--- config.mk ---
export PLATFORM = sky130hd
export DESIGN_NAME = dual_stage_watchdog
export DESIGN_NICKNAME = d
export VERILOG_FILES = /design/src/rtl/dual_stage_watchdog.sv
export SDC_FILE = /design/constraint.sdc
export NUM_CORES = 1
export LEC_CHECK = 0
export BUFFER_PORTS_ARGS = -buffer_cell sky130_fd_sc_hd__buf_4
export CELL_PAD_IN_SITES_DETAIL_PLACEMENT = 0
export CELL_PAD_IN_SITES_GLOBAL_PLACEMENT = 1
export CORE_UTILIZATION = 45
export CTS_CLUSTER_SIZE = 30
export DETAILED_ROUTE_END_ITERATION = 16
export PLACE_DENSITY_LB_ADDON = 0.08
export SETUP_SLACK_MARGIN = 0.05
export SLEW_MARGIN = 20
export SYNTH_ARGS = -nofsm -noshare
export SYNTH_HDL_FRONTEND = slang
export SYNTH_SLANG_ARGS = --single-unit
--- constraint.sdc ---
create_clock -name clk -period 3.12 [get_ports clk]
set_input_delay 0.468 -clock clk [delete_from_list [all_inputs] [get_ports clk]]
set_output_delay 0.468 -clock clk [all_outputs]
set_load 0.02 [all_outputs]
--- src/rtl/dual_stage_watchdog.sv ---
module dual_stage_watchdog #(
  parameter int PRE_W     = 20,
  parameter int SLOW_LOG2 = 15,
  parameter int FAST_LOG2 = 5,
  parameter int ADDR_W    = 8,
  parameter int DATA_W    = 32,
  parameter int PRE_INIT  = 512
) (
  input  logic              clk,
  input  logic              rst_n,
  input  logic              por_n,
  input  logic [ADDR_W-1:0] addr,
  input  logic [DATA_W-1:0] wdata,
  input  logic              wr_en,
  input  logic              rd_en,
  output logic [DATA_W-1:0] rdata,
  output logic              irq_out,
  output logic              rst_out
);
  localparam logic [ADDR_W-1:0] A_PRE1 = ADDR_W'(8'h00);
  localparam logic [ADDR_W-1:0] A_PRE2 = ADDR_W'(8'h04);
  localparam logic [ADDR_W-1:0] A_STAT = ADDR_W'(8'h08);
  localparam logic [ADDR_W-1:0] A_RLD  = ADDR_W'(8'h0C);
  localparam logic [ADDR_W-1:0] A_CFG  = ADDR_W'(8'h10);
  localparam logic [ADDR_W-1:0] A_CTL  = ADDR_W'(8'h14);
  localparam logic [15:0] KEY_A = 16'h0080;
  localparam logic [15:0] KEY_B = 16'h0086;
  localparam logic [PRE_W-1:0] PRE_RST = PRE_W'(PRE_INIT);
  localparam logic [1:0] PH_ONE = 2'd0, PH_TWO = 2'd1, PH_DONE = 2'd2;

  logic [PRE_W-1:0]     pre1, pre2, cnt;
  logic [5:0]           cfg;
  logic                 en_q, lk_q, tmr_q;
  logic                 armed, unl;
  logic [1:0]           phase;
  logic [SLOW_LOG2-1:0] pcnt;
  logic                 irq_q, flag_q, rst_q;

  wire w_pre1 = wr_en && addr == A_PRE1;
  wire w_pre2 = wr_en && addr == A_PRE2;
  wire w_stat = wr_en && addr == A_STAT;
  wire w_rld  = wr_en && addr == A_RLD;
  wire w_cfg  = wr_en && addr == A_CFG;
  wire w_ctl  = wr_en && addr == A_CTL;
  wire prot   = w_pre1 || w_pre2 || w_rld;
  wire go     = prot && unl;
  wire key_a  = w_rld && wdata[15:0] == KEY_A;
  wire key_b  = w_rld && armed && wdata[15:0] == KEY_B;
  wire reload = go && w_rld && wdata[8];
  wire fclr   = go && w_rld && wdata[9];
  wire tick   = en_q && phase != PH_DONE &&
                (cfg[2] ? &pcnt[FAST_LOG2-1:0] : &pcnt);
  wire expire = tick && cnt <= PRE_W'(1);
  wire end1   = expire && phase == PH_ONE;
  wire end2   = expire && phase == PH_TWO;

  assign irq_out = irq_q;
  assign rst_out = rst_q;

  always_ff @(posedge clk or negedge rst_n)
    if (!rst_n) begin
      armed <= 1'b0;
      unl   <= 1'b0;
    end else if (wr_en) begin
      armed <= key_a;
      unl   <= key_b ? 1'b1 : (prot ? 1'b0 : unl);
    end

  always_ff @(posedge clk or negedge rst_n)
    if (!rst_n) begin
      pre1 <= PRE_RST;
      pre2 <= PRE_RST;
      cfg  <= 6'h03;
      en_q <= 1'b0;
      lk_q <= 1'b0;
      tmr_q <= 1'b0;
    end else begin
      if (go && w_pre1) pre1 <= wdata[PRE_W-1:0];
      if (go && w_pre2) pre2 <= wdata[PRE_W-1:0];
      if (w_cfg) cfg <= wdata[5:0];
      if (w_ctl) begin
        if (lk_q) en_q <= en_q | wdata[1];
        else begin
          en_q  <= wdata[1];
          lk_q  <= wdata[0];
          tmr_q <= wdata[2];
        end
      end
    end

  always_ff @(posedge clk or negedge rst_n)
    if (!rst_n) begin
      phase <= PH_ONE;
      cnt   <= PRE_RST;
      pcnt  <= '0;
    end else if (!en_q || reload) begin
      phase <= PH_ONE;
      cnt   <= pre1;
      pcnt  <= '0;
    end else if (phase != PH_DONE) begin
      pcnt <= pcnt + 1'b1;
      if (tick) begin
        if (end1) begin
          phase <= PH_TWO;
          cnt   <= pre2;
        end else if (end2 && tmr_q) begin
          phase <= PH_ONE;
          cnt   <= pre1;
        end else if (end2) phase <= PH_DONE;
        else cnt <= cnt - 1'b1;
      end
    end

  always_ff @(posedge clk or negedge rst_n)
    if (!rst_n) begin
      irq_q <= 1'b0;
      rst_q <= 1'b0;
    end else begin
      if (end1 && cfg[1:0] != 2'b11) irq_q <= 1'b1;
      else if (w_stat && wdata[0]) irq_q <= 1'b0;
      if (end2 && !tmr_q && !cfg[5]) rst_q <= 1'b1;
    end

  always_ff @(posedge clk or negedge por_n)
    if (!por_n) flag_q <= 1'b0;
    else if (end2 && !tmr_q) flag_q <= 1'b1;
    else if (fclr) flag_q <= 1'b0;

  always_ff @(posedge clk or negedge rst_n)
    if (!rst_n) rdata <= '0;
    else if (rd_en) begin
      case (addr)
        A_PRE1:  rdata <= DATA_W'(pre1);
        A_PRE2:  rdata <= DATA_W'(pre2);
        A_STAT:  rdata <= DATA_W'(irq_q);
        A_RLD:   rdata <= DATA_W'({flag_q, 9'd0});
        A_CFG:   rdata <= DATA_W'(cfg);
        A_CTL:   rdata <= DATA_W'({tmr_q, en_q, lk_q});
        default: rdata <= '0;
      endcase
    end

  // reset request is held until system reset
  p_rst_hold_r6: assert property (@(posedge clk) disable iff (!rst_n)
    rst_q |=> rst_q);
  // lock cannot be released by software
  p_lock_sticky_r8: assert property (@(posedge clk) disable iff (!rst_n)
    lk_q |=> lk_q);
  p_lock_enable_r8: assert property (@(posedge clk) disable iff (!rst_n)
    (lk_q && en_q) |=> en_q);
  // an accepted guarded write closes the key
  p_one_shot_r2: assert property (@(posedge clk) disable iff (!rst_n)
    (prot && unl) |=> !unl);
  // interrupt only rises while counting is enabled
  p_irq_src_r5: assert property (@(posedge clk) disable iff (!rst_n)
    $rose(irq_q) |-> $past(en_q));
  // flag only rises after stage 2 in watchdog mode
  p_flag_src_r7: assert property (@(posedge clk) disable iff (!rst_n)
    $rose(flag_q) |-> $past(phase == PH_TWO && !tmr_q));
endmodule

# Yosys cells after proc, flatten, opt, wreduce, memory -nomap -nowiden
# Index checks and enable logic that the tools add are counted.
# classes
n_addsub,2
n_reduce_logical,45
n_bitwise,2
eq_ne,11
n_lt_le_gt_ge,1
n_mux,24
# op_table
op,count
20-bit 2-to-1 mux,6
20-bit one-hot mux with 6 select lines,1
16-bit by 8-bit == test with 1-bit output (second input constant),2
15-bit 2-to-1 mux,2
1-bit logical AND,25
20-bit by 1-bit <= comparator with 1-bit output (second input constant),1
20-bit by 1-bit subtractor with 20-bit output (second input constant),1
8-bit by 4-bit == test with 1-bit output (second input constant),2
8-bit by 5-bit == test with 1-bit output (second input constant),2
15-bit by 1-bit adder with 15-bit output (second input constant),1
15-bit AND reduction,1
2-bit 2-to-1 mux,6
2-bit nonzero test,5
1-bit 2-to-1 mux,9
8-bit by 3-bit == test with 1-bit output (second input constant),1
8-bit logical NOT,1
3-bit AND reduction,2
5-bit AND reduction,1
2-bit inequality test (second input constant),2
4-bit by 2-bit inequality test with 1-bit output (second input constant),1
2-bit AND reduction,2
4-bit nonzero test,1
1-bit logical NOT,3
1-bit logical OR,3
other kinds (4),4
# totals
inputBits,45
elab_cells,100
regBits,123

# Depth between registers and ports, before layout
# logic_depth
ltp_word,11
mapped_depth,10
mapped_depth_nobuf,8

# Worst setup path before layout
# No wires, ideal clock.
# synth_path
kind,register -> register
from,reg cnt[8]
to,reg cnt[15]
arrival_time_ns,2.444
t_required_ns,3.047
slack_ns,0.603
stages_incl_launch_ff,9
synth_period_minus_slack_ns,2.517
setup_time_ns,0.073
path_cell_list,dfrtp_1 -> or4_4 -> or4_4 -> or3_1 -> buf_6 -> o21ai_4 -> buf_6 -> a21oi_2 -> a21oi_2
# synth_via
elab_chain_cells,9
# synth_rtl
element,line_no,text
"start, declared",31,"logic [PRE_W-1:0] pre1, pre2, cnt;"
"start signal, assigned",98,cnt <= pre1;
"start signal, assigned",105,cnt <= pre2;
"start signal, assigned",108,cnt <= pre1;
20-bit by 1-bit <= comparator with 1-bit output,53,wire expire = tick && cnt <= PRE_W'(1);
1-bit logical AND,53,
1-bit logical AND,55,wire end2 = expire && phase == PH_TWO;
1-bit logical AND,106,end else if (end2 && tmr_q) begin
20-bit 2-to-1 mux,106,
20-bit 2-to-1 mux,103,if (end1) begin
20-bit 2-to-1 mux,102,if (tick) begin
20-bit 2-to-1 mux,100,end else if (phase != PH_DONE) begin
20-bit 2-to-1 mux,96,end else if (!en_q || reload) begin
# Several ways; a longest one is shown, not always the timed one. The select of a mux whose other input is x is not followed.
# A chain may end at the register's enable or synchronous reset.

# Worst setup path in the final report
# layout_path
from,reg cnt[8]
to,reg cnt[14]
# The elaborated chain is that of the path after synthesis.

==> run metrics <==
Initial Util=between 40 and 50%; peak fanout along the critical path=8; crit path from=cnt[8]$_DFFE_PN0P_; vias in the first global route=about 4,700; ANT cells=0; pwr dens=441 nW/um^2; Setup crit end kind=flop; arrival time worst endpoint=about 3200 ps; leakage power=~3.1 nW; DP HPWL=between 10,000 and 15,000 um; GPL Wtd Cong=approximately 0.84; Tot Pwr=just over 3 mW; VDD IR max=~330 uV; Avg Cell Area, Syn=a little under 10 um^2; Req. time, crit path=~3400 ps; Area Overhead vs Synth=15.9%; total number of vias=4,940; Worst-path clk slew=approximately 80 ps; Seq/Total Area, Yosys=a little under half; GRT Total Usage=25.8%; First DRT Iteration DRCs=357; total grt overflow=0; multi-input logic area=approximately 2900 um^2; CTS root buf=clkbuf_16; worst hold path type=in -> async; Final setup violation count=0; highest routing layer actually used=met4; Avg WL per Cell=approximately 20 um; placed cells=roughly 810; Mapped Cells=607; worst r2r dst=cnt[14]$_DFFE_PN0P_; Die Area=roughly 14,000 um^2; Slew headroom=between 40% and 50%; Layout Cells excl Fill=just over 800; vias per std cell=about 6; DRC=0; post-route ant nets=0; Setup Buffers After CTS=0; Cell variety after synth=59; RSZ-0062 raised after global routing=no; Port Buf Inserts=between 50 and 60; Max Clock Freq=roughly 0.35 GHz; Die W=between 100 and 150 um; r2r startpoint=cnt[8]$_DFFE_PN0P_; Worst Tran Pin Value=approximately 900 ps; Reg2Reg Setup Slack=roughly 220 ps; number of synthesized flops with an enable pin=0; CTS tree=done; Yosys reg bits=111; status=finished, final reports clean; FF-to-FF path depth=7; Placement Rows=between 40 and 50; DIE HEIGHT=roughly 120 um; synthesized cell area=around 5900 um^2; largest net degree at the start of global routing=between 60 and 70; final setup TNS=0 ps; fin crit share=roughly 93%; Crit Path Class=reg -> reg; DR WL met3=about 870 um; clk buf depth=2; first drt pass iteration count=5; NumNets Final=roughly 700; H-tree depth=3; register cell area after layout=between 2000 and 3000 um^2; clock tree sinks=111; Max Cap Viol=0; met2 WL=between 7000 and 8000 um; final slew viol count=0; Fin Hold WS=~230 ps; wire length of the first global-routing pass=about 26,000 um; Synth Warn #=0; M1 WL=~7500 um; initial antenna violation count=0; final hold vios=0; Core Box Area=between 10,000 and 15,000 um^2; fill count=roughly 1,200; main flop type after synthesis=dfrtp_1; Tmin final=between 2000 and 3000 ps; CP startpoint kind=flop; final design utilization=a little over half; layout cell share with drive strength beyond 1=23.5%; Max Clock Skew=~10 ps; drt total wl=roughly 17,000 um; io pins=~80; clk_lat worst skew=around 360 ps; asr flop ratio synth=100%; total CTS buffers=9
## layout make-up
cell class                 instances  area share [%]
multi-input combinational        432            41.5
sequential                       111            40.4
timing repair buffer              74            8.65
clock buffer                       9            3.27
tap                              172            3.12
clock inverter                     7            1.58
inverter                          26            1.42
## logic make-up after synthesis
family / Yosys count / share of synthesized area (%)
fa+ha+maj: 4 / 0.842
mux: 49 / 9.24
compound gates: 141 / 16.3
flops: 111 / 46.9
other cells: 1 / 0.0631
buf+inv: 75 / 5.87
xor+xnor: 24 / 3.54
simple gates: 202 / 17.3
## how the worst max path moves through the flow
stage,end,cells after the start
after floorplan,cnt[15]$_DFFE_PN0P_,8
after global placement,cnt[18]$_DFFE_PN0P_,6
after detailed placement,cnt[14]$_DFFE_PN0P_,7
after CTS,cnt[14]$_DFFE_PN0P_,7
after global routing,cnt[14]$_DFFE_PN0P_,7
final,cnt[14]$_DFFE_PN0P_,7
## registers in the layout (all words and copies together) (netlist names)
signal	cells
cfg	6
cnt	20
pre2	20
tmr_q	1
pre1	20
lk_q	1
irq_out	1
unl	1
en_q	1
phase	2
rst_out	1
flag_q	1
armed	1
pcnt	15
rdata	20
## Yosys cell counts (all sizes together) (3+ instances only)
library cell | count | share of area (%)
nand2b | 14 | 1.5
nor2 | 36 | 2.3
a222oi | 5 | 0.84
a22oi | 14 | 1.8
dfstp | 5 | 2.2
and4 | 3 | 0.44
o211ai | 5 | 0.63
o22ai | 22 | 2.3
nor4b | 3 | 0.44
nand4 | 10 | 1.1
clkbuf | 28 | 1.8
or4 | 5 | 0.76
nor3 | 7 | 0.76
a31oi | 4 | 0.42
o21ai | 37 | 3.3
a21oi | 19 | 1.9
and3 | 6 | 0.63
inv | 26 | 1.6
nor2b | 4 | 0.42
nand3 | 37 | 3.1
dfrtp | 106 | 45
buf | 21 | 2.5
xnor2 | 4 | 0.59
nor4 | 9 | 0.95
xor2 | 20 | 2.9
o21a | 3 | 0.38
o31ai | 5 | 0.72
nand2 | 54 | 3.4
a221oi | 4 | 0.59
a21boi | 3 | 0.38
a32oi | 10 | 1.5
ha | 4 | 0.84
or3 | 9 | 0.95
mux2 | 47 | 8.9
## placed cells by master (no fill, tap or decap), types with 15 or more instances in the layout
cell type	count
a21oi_1	15
buf_4	70
dfrtp_1	106
inv_1	26
mux2_2	47
nand2_1	54
nand3_1	37
nor2_1	36
o21ai_0	18
o21ai_1	17
o22ai_1	22
xor2_1	20
## critical path, cell delays in order, from the launching register on
cell      delay [ps]
dfrtp_1          430
or4_4            590
or4_4            580
or3_1            500
buf_4            240
o32ai_2          250
a221oi_1         100
o21ai_1          140
## metrics by stage
step                      setup WS (ps)  cell area, um^2
after floorplan                     603             5980
after global placement              279             6540
after detailed placement            224             6540
after CTS                           230             6890
after global routing               87.7             6890
final                               224             6890
## power breakdown
part | switching, mW | internal, mW | leakage, nW
registers | 0.0138 | 1.45 | 1.53
logic | 0.173 | 0.0918 | 1.44
clock network | 0.582 | 0.725 | 0.165
## per-layer routing
layer  up-vias  track usage, %
met4         0            10.3
li1       2296               -
met5         -               0
met3        25            3.81
met2       154            41.0
met1      2465            35.6
## timing repair
action,4_1_cts,5_1_grt
endpoints found under the hold margin,1,0
resized for setup,0,0
hold buffers,1,0
No activity file was read; power rests on OpenSTA's default activity.
